[src/rtl/sel_alu_pkg.sv]
package sel_alu_pkg;

    // Decoded view of the 4-bit function select; field order follows select bits 3..0.
    typedef struct packed {
        logic use_logic;   // bit 3: 1 = bitwise path, 0 = adder path
        logic p_inv;       // bit 2: contributes ~Y (adder path only)
        logic p_pass;      // bit 1: contributes  Y; also logic op high bit
        logic c_in;        // bit 0: adder carry-in; also logic op low bit
    } alu_sel_t;

    // Bitwise operation codes on select bits 1..0.
    typedef enum logic [1:0] {
        LOP_AND = 2'b00,
        LOP_OR  = 2'b01,
        LOP_XOR = 2'b10,
        LOP_NOT = 2'b11
    } logic_op_e;

endpackage

[src/rtl/sel_alu_operand_cond.sv]
module sel_alu_operand_cond #(
    parameter int WIDTH = 4
) (
    input  logic [WIDTH-1:0] y_val,
    input  logic             p_inv,
    input  logic             p_pass,
    output logic [WIDTH-1:0] p_val
);

    // Per bit: 00 -> 0, 01 -> Y, 10 -> ~Y, 11 -> 1.
    for (genvar i = 0; i < WIDTH; i++) begin : g_bit
        assign p_val[i] = (p_inv & ~y_val[i]) | (p_pass & y_val[i]);
    end

endmodule

[src/rtl/sel_alu_ripple_add.sv]
module sel_alu_ripple_add #(
    parameter int WIDTH = 4
) (
    input  logic [WIDTH-1:0] a_val,
    input  logic [WIDTH-1:0] b_val,
    input  logic             c_in,
    output logic [WIDTH-1:0] sum,
    output logic             c_out
);

    logic [WIDTH:0] chain;

    assign chain[0] = c_in;

    for (genvar i = 0; i < WIDTH; i++) begin : g_fa
        logic half;
        assign half         = a_val[i] ^ b_val[i];
        assign sum[i]       = half ^ chain[i];
        assign chain[i+1]   = (a_val[i] & b_val[i]) | (half & chain[i]);
    end

    assign c_out = chain[WIDTH];

endmodule

[src/rtl/sel_alu_logic_unit.sv]
module sel_alu_logic_unit
    import sel_alu_pkg::*;
#(
    parameter int WIDTH = 4
) (
    input  logic [WIDTH-1:0] x_val,
    input  logic [WIDTH-1:0] y_val,
    input  logic [1:0]       op,
    output logic [WIDTH-1:0] out_val
);

    logic_op_e op_e;
    assign op_e = logic_op_e'(op);

    always_comb begin
        unique case (op_e)
            LOP_AND: out_val = x_val & y_val;
            LOP_OR:  out_val = x_val | y_val;
            LOP_XOR: out_val = x_val ^ y_val;
            LOP_NOT: out_val = ~x_val;
            default: out_val = '0;
        endcase
    end

    // NOT depends on X alone
    always_comb begin
        if (op_e == LOP_NOT) begin
            a_r4_not_ignores_y: assert ((out_val ^ x_val) == {WIDTH{1'b1}})
                else $error("R4 NOT result is not the complement of X");
        end
    end

endmodule

[src/rtl/sel_alu.sv]
module sel_alu
    import sel_alu_pkg::*;
#(
    parameter int WIDTH = 4
) (
    input  logic [WIDTH-1:0] x_in,
    input  logic [WIDTH-1:0] y_in,
    input  logic [3:0]       func_sel,
    output logic [WIDTH-1:0] result,
    output logic             carry_out,
    output logic             overflow
);

    localparam int MSB = WIDTH - 1;

    typedef struct packed {
        logic [WIDTH-1:0] value;
        logic             carry;
        logic             ovf;
    } alu_out_t;

    alu_sel_t         sel;
    logic [WIDTH-1:0] p_operand;
    logic [WIDTH-1:0] arith_sum;
    logic             arith_carry;
    logic [WIDTH-1:0] logic_val;
    alu_out_t         out_d;

    assign sel = alu_sel_t'(func_sel);

    sel_alu_operand_cond #(.WIDTH(WIDTH)) cond_i (
        .y_val  (y_in),
        .p_inv  (sel.p_inv),
        .p_pass (sel.p_pass),
        .p_val  (p_operand)
    );

    sel_alu_ripple_add #(.WIDTH(WIDTH)) add_i (
        .a_val (p_operand),
        .b_val (x_in),
        .c_in  (sel.c_in),
        .sum   (arith_sum),
        .c_out (arith_carry)
    );

    sel_alu_logic_unit #(.WIDTH(WIDTH)) lu_i (
        .x_val   (x_in),
        .y_val   (y_in),
        .op      ({sel.p_pass, sel.c_in}),
        .out_val (logic_val)
    );

    // Output selection; both paths run, only one is reported.
    always_comb begin
        out_d = '0;
        if (sel.use_logic) begin
            out_d.value = logic_val;
            out_d.carry = 1'b0;
            out_d.ovf   = 1'b0;
        end else begin
            out_d.value = arith_sum;
            out_d.carry = arith_carry;
            out_d.ovf   = (p_operand[MSB] == x_in[MSB]) &&
                          (arith_sum[MSB] != x_in[MSB]);
        end
    end

    assign result    = out_d.value;
    assign carry_out = out_d.carry;
    assign overflow  = out_d.ovf;

    always_comb begin
        if (func_sel[3]) begin
            a_r6_no_carry_logic: assert (!carry_out)
                else $error("R6 carry_out set on logic code");
            a_r8_no_overflow_logic: assert (!overflow)
                else $error("R8 overflow set on logic code");
        end
        if (!func_sel[3] && overflow) begin
            a_r7_ovf_flips_sign: assert (result[MSB] != x_in[MSB])
                else $error("R7 overflow without sign change");
        end
        if (func_sel == 4'b0000) begin
            a_r2_transfer_clean: assert (result == x_in && !carry_out && !overflow)
                else $error("R2 transfer code altered X");
        end
        if (func_sel == 4'b0101 && x_in == y_in) begin
            a_r5_self_sub_zero: assert (result == '0 && carry_out)
                else $error("R5 X-X did not give zero with carry");
        end
    end

endmodule

[config.mk]
export PLATFORM = sky130hd
export DESIGN_NAME = sel_alu
export DESIGN_NICKNAME = d
export VERILOG_FILES = /design/src/rtl/sel_alu_pkg.sv /design/src/rtl/sel_alu_operand_cond.sv /design/src/rtl/sel_alu_ripple_add.sv /design/src/rtl/sel_alu_logic_unit.sv /design/src/rtl/sel_alu.sv
export SDC_FILE = /design/constraint.sdc
export NUM_CORES = 1
export LEC_CHECK = 0
export BUFFER_PORTS_ARGS = -buffer_cell sky130_fd_sc_hd__buf_4
export CORE_AREA = 2 2 39 41
export DETAILED_ROUTE_END_ITERATION = 8
export DIE_AREA = 0 0 41 43
export PLACE_DENSITY = 0.62
export SYNTH_ARGS = -nofsm -noshare
export SYNTH_HDL_FRONTEND = slang
export SYNTH_SLANG_ARGS = --single-unit
export TNS_END_PERCENT = 100
[constraint.sdc]
create_clock -name vclk -period 6.4
set_input_delay 0.64 -clock vclk [all_inputs]
set_output_delay 0.64 -clock vclk [all_outputs]
set_load 0.01 [all_outputs]
==> metrics.txt, run 1 <==
Slew Viols, Final=0; initial DRC count=2; Synth Area per Inst=8.06 µm²; total grt overflow=0; CP arrival=2.84 ns; All-Layer GR Usage=0.126; Ports=18; Antenna diodes=0; PwrDens=roughly 77 nW/µm²; RSZ-0062 raised after global routing=false; DR vias/cell=4.83; clock buffers=0; largest net degree at the start of global routing=17; FMAX=between 200 and 300 MHz; post-DR wirelength/cell=10.0 µm; cts hold-fix bufs=0; area of the multi-input gates=roughly 440 µm²; Post-Route WL=920 µm; synthesized instance count=between 60 and 70; Final period util=0.544; number of global-route vias before repair=420; antenna-violating nets left=0; setup violators final=0; crit path launch type=input port; via count=roughly 440; first-pass GRT wire length=approximately 1.7 mm; Leak=roughly 0.34 nW; setup tns final=0 ns; core area=about 1400 µm²; Slew @ Worst Pin=roughly 0.3 ns; fillers=approximately 140; Syn Std Cell Area=slightly below 500 µm²; die area=roughly 1800 µm²; syn_nets=86; die height=about 43 µm; # port buffers=18; relative slew slack=0.801; hold path start=func_sel[3]; Pre-antenna DRT Iters=4; Resize count post-CTS=0; num rows=14; postcts setup bufs=0; endpoint class of the critical path=output pin; hold_ws=~1.6 ns; FFs & Latches=0; Nets=~100; HPWL Detailed=between 700 and 800 µm; fin crit period=3.48 ns; top fanout value on the critical path=9; routability-driven placement congestion ratio=between 0.7 and 0.8; post-synthesis cell type count=21; Ys Warns=0; VDD IR max=between 0.03 and 0.04 mV; post-synthesis sequential area ratio=0; most frequent cells in the layout=18 x buf_4, 10 x inv_1, 9 x ha_1; drt drc=0; initial antenna violation count=0; layout cells sized above 1=0.303; Worst Path Required=5.76 ns; CP startpoint=func_sel[1]; register area=0 µm²; kind of critical path=input port to output pin; Initial Util=0.355; min-delay worst type=input port to output pin; Die Width=41 µm; Hold Fails Final Rpt=0; Area growth syn-to-layout=28.8%; Max-Cap Viols=0; commonest non-fill, non-tap cell in the layout=buf_4; outcome=finished, final reports clean
-- logic make-up after synthesis --
group,share of synthesized area
xor+xnor,0.0178
buf+inv,0.104
simple gates,0.244
fa+ha+maj,0.392
compound gates,0.153
mux,0.0891
-- synthesized netlist by cell type --
master     number  share of area
inv_1          10          0.076
ha_1            9           0.23
nor2b_1         6          0.076
fa_1            4           0.16
nand2_1         4          0.031
nand2b_1        4          0.051
and2b_1         3          0.046
mux2_2          3          0.069
nand3_1         3          0.031
o2111ai_1       3          0.053
o21ai_1         2          0.020
a311oi_2        1          0.031
buf_2           1          0.010
clkbuf_1        1         0.0076
clkbuf_2        1          0.010
mux2i_1         1          0.020
nor3_1          1          0.010
o211a_1         1          0.020
o21ai_0         1          0.010
o21ai_2         1          0.018
xnor2_1         1          0.018
-- per-stage QoR --
step	power (W)	util	std cells	worst slack (ns)	cell area, µm²
finish	0.0000486	0.458	92	2.92	633
global route	0.0000556	0.458	92	2.81	633
CTS	0.0000496	0.458	92	2.90	633
detailed placement	0.0000493	0.458	92	2.91	633
global placement	0.0000487	0.458	92	2.93	633
floorplan	0.0000289	-	61	2.98	492
-- report_power, final --
part	switching (W)	leakage (nW)	internal, W	total, W
logic	0.0000230	0.342	0.0000256	0.0000486
registers	0	0	0	0
clock network	0	0	0	0
-- worst paths after layout --
kind | to | slack, ns | cells after the start
hold / removal | carry_out | 1.62 | 3
setup / recovery | overflow | 2.92 | 10
-- final cells by class --
| class | count | share of cell area |
|---|---|---|
| inverters | 10 | 0.0593 |
| multi-input cells | 48 | 0.696 |
| well taps | 16 | 0.0316 |
| repair buffers | 18 | 0.213 |
-- critical path: stages --
cell     delay, ns
buf_4         0.15
mux2i_1       0.17
fa_1          0.19
inv_1         0.05
fa_1          0.37
fa_1          0.39
fa_1          0.47
xnor2_1       0.15
nor3_1        0.13
buf_4         0.15
-- metal layers --
| layer | routed length [µm] | vias up | track usage | share of wire |
|---|---|---|---|---|
| met5 | 0 | - | 0 | 0 |
| met2 | 441 | 12 | 0.209 | 0.48 |
| met1 | 421 | 199 | 0.188 | 0.46 |
| met4 | 0 | 0 | 0 | 0 |
| met3 | 57 | 0 | 0 | 0.062 |
| li1 | - | 233 | - | - |
(Power assumes the default switching activity.)
==> inputs of run 2 (changes only) <==
Settings changed: ABC_AREA from default to 1, PLACE_DENSITY 0.62 to 0.63.
Clock period 6.4 ns to 3.3 ns, I/O delays scaled along.
==> run 2 against run 1 <==
Total power is 100% higher; combinational power is 100% higher; largest power group unchanged; global-route usage is 1.8 points higher; critical path depth is 2 higher; first-iteration DRC count grew to 3.5 times the previous value; wire length is 18% higher; clock-buffer cell count stayed put; synthesized cell count is 31% higher.
==> metrics.txt, run 2 <==
postcts setup bufs=0 (unchanged); FMAX=between 300 and 400 MHz; post-DR wirelength/cell=9.71 µm (-2.9%); setup violators final=0 (unchanged); initial antenna violation count=0 (unchanged); die height=43 µm (unchanged); layout cells sized above 1=0.240 (-0.0630); Yosys top cell area share=0.221 (-0.00842); fin crit period=roughly 3.0 ns; setup slack after placement=0.309 ns (-2.61 ns); min-delay worst type=input port to output pin; total grt overflow=0 (unchanged); post-synthesis sequential area ratio=0 (unchanged); RSZ-0062 raised after global routing=false; kind of critical path=input port to output pin; number of global-route vias before repair=476 (+13%); relative slew slack=0.778 (-0.0230); FFs & Latches=0 (unchanged); core area=1380 µm² (unchanged); Slew @ Worst Pin=0.330 ns (+0.0317 ns); initial DRC count=7 (+5); Nets=123 (+19%); PwrDens=153 nW/µm² (+99%); Hold Fails Final Rpt=0 (unchanged); largest net degree at the start of global routing=14 (-3); top fanout value on the critical path=13 (+4); clock buffers=0 (unchanged); antenna-violating nets left=0 (unchanged); HPWL Detailed=924 µm (+21%); top-count cell post-synth=inv_1; CP arrival=2.66 ns (-0.18 ns); setup tns final=0 ns (unchanged); Min-Delay Path Depth=3 (unchanged); Post-Route WL=1.09 mm (+18%); fillers=148 (+2.8%); Leak=0.373 nW (+9.1%); Post-synth top cells=18 x inv_1, 15 x nand2_1, 11 x nand3_1; area post-placement=643 µm² (+1.6%); num rows=14 (unchanged); DR vias/cell=4.59 (-4.9%); Ports=18 (unchanged); Max-Cap Viols=0 (unchanged); Slew Viols, Final=0 (unchanged); Die Width=41 µm (unchanged); first-pass GRT wire length=1.89 mm (+14%); Ys Warns=0 (unchanged); All-Layer GR Usage=0.144 (+0.0181); Final period util=0.907; synthesized instance count=80 (+31%); via count=514 (+16%); Resize count post-CTS=0 (unchanged); Worst Path Required=2.97 ns (-2.79 ns); VDD IR max=0.0708 mV (+79%); crit path launch type=input port; Hold Path Sink=carry_out; most frequent cells in the layout=18 x inv_1, 18 x buf_4, 15 x nand2_1; routability-driven placement congestion ratio=0.723 (-1.3%); # port buffers=18 (unchanged); post-synthesis cell type count=16 (-24%); setup ws final=0.308 ns (-2.61 ns); Layout Utilization=0.465 (+0.00723); Initial Util=0.369 (+0.0136); Area growth syn-to-layout=26.0%; Pre-antenna DRT Iters=2 (-2); Final Cell Area=643 µm² (+1.6%); Synth Area per Inst=6.38 µm² (-21%); syn_nets=105 (+22%); Synth area leaders=ha_1 22%, fa_1 16%, inv_1 13%; die area=1760 µm² (unchanged); post-synth top area cell=ha_1; cts hold-fix bufs=0 (unchanged); hold path start=func_sel[3]; outcome=finished, final reports clean; Antenna diodes=0 (unchanged); Syn Std Cell Area=510 µm² (+3.8%); endpoint class of the critical path=output pin; register area=0 µm² (unchanged); drt drc=0 (unchanged); hold_ws=0.936 ns (-0.687 ns)
## run 2: cells by family after synthesis
| group | after synthesis | synth area share |
|---|---|---|
| xor+xnor | 1 | 0.0172 |
| buf+inv | 21 | 0.184 |
| compound gates | 10 | 0.108 |
| fa+ha+maj | 13 | 0.377 |
| simple gates | 35 | 0.314 |
## run 2: metrics by stage
step / cells / power, W
6_report: 112 / 0.0000984
5_1_grt: 112 / 0.000113
4_1_cts: 112 / 0.000101
3_5_place_dp: 112 / 0.000100
3_3_place_gp: 112 / 0.0000982
2_1_floorplan: 80 / 0.0000592
## run 2: worst max-delay path: stages
cell and delay [ns]:
buf_4 0.16, inv_2 0.09, nand2_1 0.05, o21ai_0 0.09, fa_1 0.20, inv_1 0.05
fa_1 0.38, fa_1 0.39, fa_1 0.49, xnor2_1 0.15, nor3_1 0.15, buf_4 0.15
## run 2: report_power, final
group / switching, W / internal, W
combinational: 0.0000507 / 0.0000477
clock: 0 / 0
sequential: 0 / 0
## run 2: worst max-delay path by stage
stage | startpoint | endpoint | slack (ns) | cells after the start
after global routing | func_sel[1] | overflow | 0.17 | 12
final | func_sel[1] | overflow | 0.31 | 12
after detailed placement | func_sel[1] | overflow | 0.31 | 12
after global placement | func_sel[1] | overflow | 0.35 | 12
after CTS | func_sel[1] | overflow | 0.30 | 12
after floorplan | func_sel[0] | overflow | 0.61 | 9
## run 2: per-layer routing
metal | up-vias | global-route usage | share of wire
met5 | - | 0 | 0
met4 | 0 | 0 | 0
met3 | 0 | 0.00524 | 0.041
met2 | 9 | 0.263 | 0.50
met1 | 225 | 0.188 | 0.46
li1 | 280 | - | -
## run 2: final cells by class
class | count | area (µm²) | area share
Inverter | 19 | 71.3 | 0.111
Multi-Input combinational cell | 59 | 417 | 0.648
Tap cell | 16 | 20.0 | 0.0311
Timing Repair Buffer | 18 | 135 | 0.210
